## src/rtl/csc_pkg.sv

```systemverilog
`timescale 1ns/1ps
package csc_pkg;
  localparam int PIX_W  = 10;
  localparam int INT_W  = 6;
  localparam int FRAC_W = 10;
  localparam int OFS_W  = 10;
  localparam int ADDR_W = 4;
  localparam int NCH    = 3;
  localparam int CFG_W  = INT_W + FRAC_W;

  typedef struct packed {
    logic [INT_W-1:0]  ip;  // MSB is sign of the whole weight
    logic [FRAC_W-1:0] fp;
  } coef_t;
endpackage

```

## src/rtl/csc_cfg_regs.sv

```systemverilog
`timescale 1ns/1ps
module csc_cfg_regs
  import csc_pkg::*;
#(
  parameter int N = NCH
) (
  input  logic                    clk,
  input  logic                    rst,
  input  logic                    we,
  input  logic [ADDR_W-1:0]       addr,
  input  logic [CFG_W-1:0]        wdata,
  output coef_t                   coef_o [N*N],
  output logic signed [OFS_W-1:0] ofs_o  [N],
  output logic                    bypass_o,
  output logic                    sat_o
);
  localparam int NCOEF     = N * N;
  localparam int OFS_BASE  = NCOEF;
  localparam int CTRL_ADDR = NCOEF + N;

  always_ff @(posedge clk) begin
    if (rst) begin
      for (int i = 0; i < NCOEF; i++) coef_o[i] <= '0;
      for (int j = 0; j < N; j++) ofs_o[j] <= '0;
      bypass_o <= 1'b1;
      sat_o    <= 1'b0;
    end else if (we) begin
      for (int i = 0; i < NCOEF; i++)
        if (addr == ADDR_W'(i)) coef_o[i] <= coef_t'(wdata);
      for (int j = 0; j < N; j++)
        if (addr == ADDR_W'(OFS_BASE + j)) ofs_o[j] <= wdata[OFS_W-1:0];
      if (addr == ADDR_W'(CTRL_ADDR)) begin
        bypass_o <= wdata[0];
        sat_o    <= wdata[1];
      end
    end
  end
endmodule

```

## src/rtl/csc_lane.sv

```systemverilog
`timescale 1ns/1ps
module csc_lane
  import csc_pkg::*;
#(
  parameter int PW = PIX_W,
  parameter int IW = INT_W,
  parameter int FW = FRAC_W,
  parameter int OW = OFS_W,
  parameter int N  = NCH
) (
  input  logic                 clk,
  input  logic                 rst,
  input  logic                 en1,
  input  logic                 en2,
  input  logic                 en3,
  input  logic                 byp,
  input  logic                 sat,
  input  logic [PW-1:0]        pix_i  [N],
  input  coef_t                coef_i [N],
  input  logic signed [OW-1:0] ofs_i,
  input  logic [PW-1:0]        thru_i,
  output logic [PW-1:0]        pix_o
);
  localparam int MAG_W  = IW - 1 + FW;
  localparam int PROD_W = PW + MAG_W + 1;
  localparam int ACC_W  = PROD_W + $clog2(N) + 1;
  localparam int RND_W  = ACC_W - FW;
  localparam logic [PW-1:0] MAXV = '1;

  logic signed [PROD_W-1:0] prod_d [N];
  logic signed [PROD_W-1:0] prod_q [N];
  logic signed [ACC_W-1:0]  acc_d, acc_q, ofs_ext, half;
  logic signed [RND_W-1:0]  rnd;
  logic [PW-1:0]            thru1, thru2, clamped;

  // stage 1: sign-magnitude products
  for (genvar k = 0; k < N; k++) begin : g_mul
    logic [MAG_W-1:0]    mag;
    logic [PROD_W-2:0]   um;
    assign mag = {coef_i[k].ip[IW-2:0], coef_i[k].fp};
    assign um  = (PROD_W-1)'(mag) * (PROD_W-1)'(pix_i[k]);
    assign prod_d[k] = coef_i[k].ip[IW-1] ? -$signed({1'b0, um}) : $signed({1'b0, um});
  end

  always_ff @(posedge clk) begin
    if (en1) begin
      prod_q <= prod_d;
      thru1  <= thru_i;
    end
  end

  // stage 2: sum, offset, rounding half
  assign ofs_ext = {{(ACC_W-OW-FW-2){ofs_i[OW-1]}}, ofs_i, {(FW+2){1'b0}}};
  assign half    = ACC_W'(1) <<< (FW - 1);

  always_comb begin
    acc_d = ofs_ext + half;
    for (int k = 0; k < N; k++)
      acc_d = acc_d + {{(ACC_W-PROD_W){prod_q[k][PROD_W-1]}}, prod_q[k]};
  end

  always_ff @(posedge clk) begin
    if (en2) begin
      acc_q <= acc_d;
      thru2 <= thru1;
    end
  end

  // stage 3: scale down, clamp or wrap, bypass select
  assign rnd = acc_q[ACC_W-1:FW];

  always_comb begin
    if (rnd[RND_W-1])            clamped = '0;
    else if (|rnd[RND_W-2:PW])   clamped = MAXV;
    else                         clamped = rnd[PW-1:0];
  end

  always_ff @(posedge clk) begin
    if (rst)      pix_o <= '0;
    else if (en3) pix_o <= byp ? thru2 : (sat ? clamped : rnd[PW-1:0]);
  end
endmodule

```

## src/rtl/colorspace_conv.sv

```systemverilog
`timescale 1ns/1ps
module colorspace_conv
  import csc_pkg::*;
(
  input  logic              clk,
  input  logic              rst,
  input  logic              cfg_we,
  input  logic [ADDR_W-1:0] cfg_addr,
  input  logic [CFG_W-1:0]  cfg_wdata,
  input  logic              pix_valid_i,
  input  logic [PIX_W-1:0]  pix0_i,
  input  logic [PIX_W-1:0]  pix1_i,
  input  logic [PIX_W-1:0]  pix2_i,
  output logic              pix_valid_o,
  output logic [PIX_W-1:0]  pix0_o,
  output logic [PIX_W-1:0]  pix1_o,
  output logic [PIX_W-1:0]  pix2_o
);
  coef_t                   coef_all [NCH*NCH];
  logic signed [OFS_W-1:0] ofs_all  [NCH];
  logic                    cfg_bypass, cfg_sat;
  logic [PIX_W-1:0]        pin  [NCH];
  logic [PIX_W-1:0]        pout [NCH];
  logic [2:0]              v_q;
  logic [1:0]              byp_q, sat_q;

  csc_cfg_regs #(.N(NCH)) regs_i (
    .clk(clk), .rst(rst), .we(cfg_we), .addr(cfg_addr), .wdata(cfg_wdata),
    .coef_o(coef_all), .ofs_o(ofs_all), .bypass_o(cfg_bypass), .sat_o(cfg_sat)
  );

  assign pin[0] = pix0_i;
  assign pin[1] = pix1_i;
  assign pin[2] = pix2_i;

  // mode flags travel with the pixel they were sampled for
  always_ff @(posedge clk) begin
    if (rst) begin
      v_q   <= '0;
      byp_q <= '0;
      sat_q <= '0;
    end else begin
      v_q <= {v_q[1:0], pix_valid_i};
      if (pix_valid_i) begin
        byp_q[0] <= cfg_bypass;
        sat_q[0] <= cfg_sat;
      end
      if (v_q[0]) begin
        byp_q[1] <= byp_q[0];
        sat_q[1] <= sat_q[0];
      end
    end
  end

  for (genvar n = 0; n < NCH; n++) begin : g_lane
    coef_t row [NCH];
    for (genvar k = 0; k < NCH; k++) begin : g_row
      assign row[k] = coef_all[n*NCH + k];
    end
    csc_lane #(.PW(PIX_W), .IW(INT_W), .FW(FRAC_W), .OW(OFS_W), .N(NCH)) lane_i (
      .clk(clk), .rst(rst), .en1(pix_valid_i), .en2(v_q[0]), .en3(v_q[1]),
      .byp(byp_q[1]), .sat(sat_q[1]), .pix_i(pin), .coef_i(row),
      .ofs_i(ofs_all[n]), .thru_i(pin[n]), .pix_o(pout[n])
    );
  end

  assign pix_valid_o = v_q[2];
  assign pix0_o = pout[0];
  assign pix1_o = pout[1];
  assign pix2_o = pout[2];
endmodule

```

## config.mk

```make
export PLATFORM = sky130hd
export DESIGN_NAME = colorspace_conv
export DESIGN_NICKNAME = d
export VERILOG_FILES = /design/src/rtl/csc_pkg.sv /design/src/rtl/csc_cfg_regs.sv /design/src/rtl/csc_lane.sv /design/src/rtl/colorspace_conv.sv
export SDC_FILE = /design/constraint.sdc
export NUM_CORES = 2
export LEC_CHECK = 0
export CAP_MARGIN = 40
export CORE_UTILIZATION = 37
export CTS_CLUSTER_DIAMETER = 50
export DETAILED_ROUTE_END_ITERATION = 8
export PLACE_DENSITY = 0.58
export SYNTH_ARGS = -nofsm -noshare
export SYNTH_HDL_FRONTEND = slang
export SYNTH_SLANG_ARGS = --single-unit
export TNS_END_PERCENT = 1
```

## constraint.sdc

```tcl
create_clock -name clk -period 10 [get_ports clk]
set_clock_uncertainty 0.15 [all_clocks]
set_input_delay 1.5 -clock clk [delete_from_list [all_inputs] [get_ports clk]]
set_output_delay 1.5 -clock clk [all_outputs]
set_load 0.02 [all_outputs]
```

# [After elaboration in Yosys (flattened, before gate mapping)]
# Cells that the tools add are included.
[word_totals] latchBits=0 mem_bits_rw=0 romBits=0 word_cells=138 regBits=594 memories=0
[op_classes] n_lt_le_gt_ge=0 eq_ne=12 reduce_logical=17 bitwise_logic=0 add_sub_neg=21 n_mux=21 n_mul=9 shift=0 div_mod_pow=0
[ops] cell="adder 29 bit" n=9
[ops] cell="negator 25 -> 26 bit" n=9
[ops] cell="multiplier 15 x 10 -> 25 bit" n=9
[ops] cell="two-way mux 25 bit" n=9
[ops] cell="two-way mux 10 bit" n=12
[ops] cell="adder 22 x 11 -> 23 bit, second input constant" n=3
[ops] cell="AND reduction 2 bit" n=13
[ops] cell="OR reduction 8 bit" n=3
[ops] cell="equality test 4 bit, second input constant" n=5
[ops] cell="equality test 4 x 3 -> 1 bit, second input constant" n=4
[ops] cell="equality test 4 x 2 -> 1 bit, second input constant" n=2
[ops] cell="equality test 4 x 1 -> 1 bit, second input constant" n=1
[ops] cell="logical NOT 4 bit" n=1

# [Longest topological paths before layout]
[depth] ltp_word=5 depth_mapped=25

# [Cells and area by module]
# A second synthesis with hierarchy kept.
[unflattened] hier_cells=8303 area_unflattened_um2=76477.1
[by_module_without_submodules] module="csc_lane (g_lane[2].lane_i)" n_inst=1 cells_per_inst=2620 area_per_inst_um2=23460.0
[by_module_without_submodules] module="csc_lane (g_lane[1].lane_i)" n_inst=1 cells_per_inst=2569 area_per_inst_um2=23040.8
[by_module_without_submodules] module="csc_lane (g_lane[0].lane_i)" n_inst=1 cells_per_inst=2477 area_per_inst_um2=22815.6
[by_module_without_submodules] module="csc_cfg_regs" n_inst=1 cells_per_inst=619 area_per_inst_um2=6944.2
[by_module_without_submodules] module="colorspace_conv" n_inst=1 cells_per_inst=18 area_per_inst_um2=216.5

# [Worst setup path before layout]
# OpenSTA, ideal clock, no wires.
[synth_path] path_kind="input -> register" startpoint="input port pix2_i[1]" endpoint="register g_lane[0].lane_i.prod_q[24] in the netlist's numbering (data pin)" cell_stages=24 setup_ps=260 required_ps=9590 path_slack_ps=1888 arrival_ps=7702 path_buffers=2 cell_sequence="clkbuf_1 clkbuf_1 nand2_1 fa_1 inv_1 fa_1 inv_1 fa_1 inv_1 fa_1 inv_1 fa_1 inv_1 ha_1 or3_1 a211o_1 and3_1 a221o_2 xnor2_4 nand3_1 or3_1 or4b_4 o31ai_4 xnor2_1"
[synth_lines] item="start, declared" line="colorspace_conv.sv:13" text="input logic [PIX_W-1:0] pix2_i,"
[synth_lines] item="end signal, assigned" line="csc_lane.sv:47" text="prod_q <= prod_d;"
[synth_lines] item="end, declared" line="csc_lane.sv:31" text="logic signed [PROD_W-1:0] prod_q [N];"

# [Worst setup path after layout]
[layout_path] startpoint="input port pix1_i[9]" endpoint="register g_lane[2].lane_i.prod_q[51] in the netlist's numbering (data pin)"
[layout_via] elab_chain_cells=2
[layout_lines] item="start, declared" line="colorspace_conv.sv:12" text="input logic [PIX_W-1:0] pix1_i,"
[layout_lines] item="multiplier 15 x 10 -> 25 bit" line="csc_lane.sv:41" text="assign um = (PROD_W-1)'(mag) * (PROD_W-1)'(pix_i[k]);"
[layout_lines] item="negator 25 -> 26 bit" line="csc_lane.sv:42" text="assign prod_d[k] = coef_i[k].ip[IW-1] ? -$signed({1'b0, um}) : $signed({1'b0, um});"
[layout_lines] item="end signal, assigned" line="csc_lane.sv:47"
[layout_lines] item="end, declared" line="csc_lane.sv:31"
# No other way between the ends.
# A chain may end at the register's enable or synchronous reset.

==> summary.md <==
| Metric | Value |
|---|---|
| Final WL | 200400 um |
| Root buf cell | clkbuf_16 |
| Antenna Violating Nets Remaining | 0 |
| Clock period minus final worst setup slack | 8.126 ns |
| Fmax | 123.1 MHz |
| Worst path depth | 23 |
| WL per Instance | 19.32 um |
| Final hold violations | 0 |
| Final setup viols | 0 |
| Ys flop type | edfxtp_1 |
| Worst-path cell chain | clkdlybuf4s50_1 -> buf_4 -> and2_1 -> fa_1 -> inv_1 -> fa_1 -> inv_1 -> fa_1 -> fa_1 -> inv_1 -> fa_1 -> inv_1 -> ha_1 -> a21oi_1 -> o21ai_0 -> a31oi_1 -> o21ai_0 -> nor3_1 -> a21oi_1 -> xor2_1 -> or3_1 -> or4_1 -> o21a_1 |
| Synth area leaders | fa_1 (29%), edfxtp_1 (14%), ha_1 (11%) |
| Slowest CP cell | clkdlybuf4s50_1 |
| Hold Path Class | reg2reg |
| Layout net count | 9426 |
| Ratio of cells with drive above 1 in the final layout | 3.937% |
| Setup Crit Path Kind | in2reg |
| Net count of the mapped netlist | 9583 |
| Clk Latency, worst-skew pair | 0.71 ns |
| Power per cell area | 93.69 nW/um^2 |
| Num rows | 162 |
| Iter 0 DRT Violations | 3201 |
| Post-Syn Area per Cell | 9.281 um^2 |
| Syn-to-layout area delta | 8.556% |
| Most frequent cells in the layout | nand2_1 (1186), inv_1 (1135), fa_1 (1038), and2_1 (670), ha_1 (657) |
| Critical path capture point | g_lane[2].lane_i.prod_q[51] |
| Yosys warnings | 0 |
| Most common cell after layout, fill and taps aside | nand2_1 |
| Cell variety after synth | 82 |
| Reg2reg start | regs_i.coef_o[102] |
| Number of gates resized after CTS | 0 |
| Rel. slew slack | 33.41% |
| Overflow after GRT | 0 |
| Clock Sinks | 564 |
| Vias in the first global route | 55466 |
| R2R cell count | 22 |
| Maximum VDD drop | 0.1167 mV |
| Die ar. | 198300 um^2 |
| Period utilization | 81.26% |
| # H-tree levels | 3 |
| Initial core utilization | 37.29% |
| Fillers | 19281 |
| Worst path max stage delay | 0.67 ns |
| Hold wc startpoint | g_lane[0].lane_i.thru1[9] |
| Sum Neg Setup Slack | 0 ns |
| Drt pass-1 iters | 6 |
| Leakage | 37.83 nW |
| Synth Instances | 7834 |
| Pin count of the biggest net entering global routing | 141 |
| Final Cell Area | 78930 um^2 |
| Asr flop ratio synth | 0% |
| Total GRT Usage | 20.38% |
| Maximum clock path buffer count | 3 |
| Register area share after synthesis | 20.36% |
| WP data required | 10.29 ns |
| Post-synth EDFFs | 351 |
| Die width | 445.3 um |
| Hold buffers post-CTS | 0 |
| Max-cap viol count | 0 |
| Initial antenna violation count | 10 |
| Critical path's most frequent cell | fa_1 |
| Post CTS Setup Buffer Count | 0 |
| Core area | 195000 um^2 |
| Worst path buffer plus inverter count | 6 |
| Post-synth top area cell | fa_1 |
| DP Area | 75990 um^2 |
| First-pass GRT wire length | 315000 um |
| Flops & latches, synth | 564 |
| Max-slew violation count | 0 |
| Critical Path Start Type | primary input |
| Cts bufs inserted | 84 |
| RSZ-0062 raised after global routing | no |
| # port buffers | 84 |
| WP data arrival | 8.42 ns |
| Post-DP HPWL | 154300 um |
| CTS tree | yes |
| Critical path endpoint category | register |
| Die extent in y | 445.3 um |
| Cell family with most CP delay | adder cells |
| RD Place Congestion | 0.8774 |
| Reg2reg end | g_lane[0].lane_i.prod_q[24] |
| Outcome | finished, final reports clean |
| Cell Area, Synth | 72710 um^2 |
| Clock transition at path regs | 0.06 ns |
| Reg-to-reg slack, setup | 2.67 ns |
| Routed vias/inst | 5.132 |
| Vias | 53240 |
| Crit. Startpoint | pix1_i[9] |
| Worst Max-Slew Pin Slew | 0.9737 ns |
| DRC | 0 |
| # IOs | 85 |
| Share of Yosys cell area claimed by the top area cell type | 28.58% |
| Worst Path Max Fanout | 29 |
metrics by stage:
stage	hold slack, ns	std cells	worst slack, ns	power (mW)	utilization, %
after global routing	0.2571	10373	1.495	7.738	40.48
after CTS	0.2503	10371	1.945	7.464	40.48
after global placement	0.2527	10202	1.041	4.307	38.86
after floorplan	0.2503	7834	1.888	3.820	-
final	0.2614	10374	1.874	7.395	40.48
after detailed placement	0.2561	10215	1.226	4.343	38.97
power breakdown:
part	internal, mW	switching, mW	total (mW)
Combinational	0.577	0.925	1.50
Sequential	2.67	0.128	2.80
Clock	1.86	1.24	3.09
Total	5.10	2.29	7.40
cells by family (layout without fill, tap and decap cells):
family,count (synthesis),count (layout),synth area share (%)
flops,564,564,20.36
fa+ha+maj,1695,1695,39.89
mux,76,76,1.050
other cells,0,3,0
simple gates,2520,2520,16.69
xor+xnor,425,425,5.145
buf+inv,1548,1461,7.993
compound gates,1006,1006,8.881
worst min path at each step:
stage | cells after the start | slack (ns) | endpoint
4_1_cts | 0 | 0.25 | g_lane[1].lane_i.thru2[0]
6_report | 0 | 0.26 | g_lane[0].lane_i.thru2[9]
3_3_place_gp | 0 | 0.25 | g_lane[2].lane_i.thru2[7]
5_1_grt | 0 | 0.26 | g_lane[1].lane_i.thru2[0]
2_1_floorplan | 0 | 0.25 | g_lane[0].lane_i.thru2[0]
3_5_place_dp | 0 | 0.26 | g_lane[1].lane_i.thru2[7]
area by class of cell:
type | count | area [um^2] | share of cell area [%]
antenna | 3 | 7.507 | 0.009511
clock inverter | 51 | 636.9 | 0.8069
inverter | 1135 | 4260 | 5.398
sequential | 564 | 14810 | 18.76
timing repair buffer | 170 | 1524 | 1.931
clock buffer | 105 | 2295 | 2.907
tap | 2624 | 3283 | 4.160
multi-input combinational | 5722 | 52110 | 66.02
layer usage:
metal  global-route usage (%)  share of wire (%)  vias up
li1                         -                  -    24752
met1                    25.68                 42    26846
met2                    35.72                 49     1300
met3                    2.595                4.8      340
met4                    7.102                3.9        2
met5                        0             0.0085        -
synthesized netlist by cell type (37+ instances only):
cell type  count
a21o_1       104
a21oi_1      326
a311oi_1      37
and2_1       670
clkbuf_1     411
dfxtp_1      213
edfxtp_1     351
fa_1        1038
ha_1         657
inv_1       1135
mux2i_1       74
nand2_1     1186
nand2b_1      50
nand3_1       62
nor2_1       264
nor2b_1       40
nor3_1        52
o21a_1        50
o21ai_0      196
o31ai_1       53
xnor2_1      303
xor2_1       121
registers in the layout, summed over array words and instances, names as in the netlist:
| name | cells |
|---|---|
| regs_i.bypass_o | 1 |
| regs_i.sat_o | 1 |
| v_q | 3 |
| regs_i.coef_o | 144 |
| byp_q | 2 |
| g_lane.lane_i.pix_o | 30 |
| g_lane.lane_i.thru2 | 30 |
| g_lane.lane_i.acc_q | 57 |
| g_lane.lane_i.thru1 | 30 |
| g_lane.lane_i.prod_q | 234 |
| regs_i.ofs_o | 30 |
| sat_q | 2 |
Power figures use the tool's default switching activity.
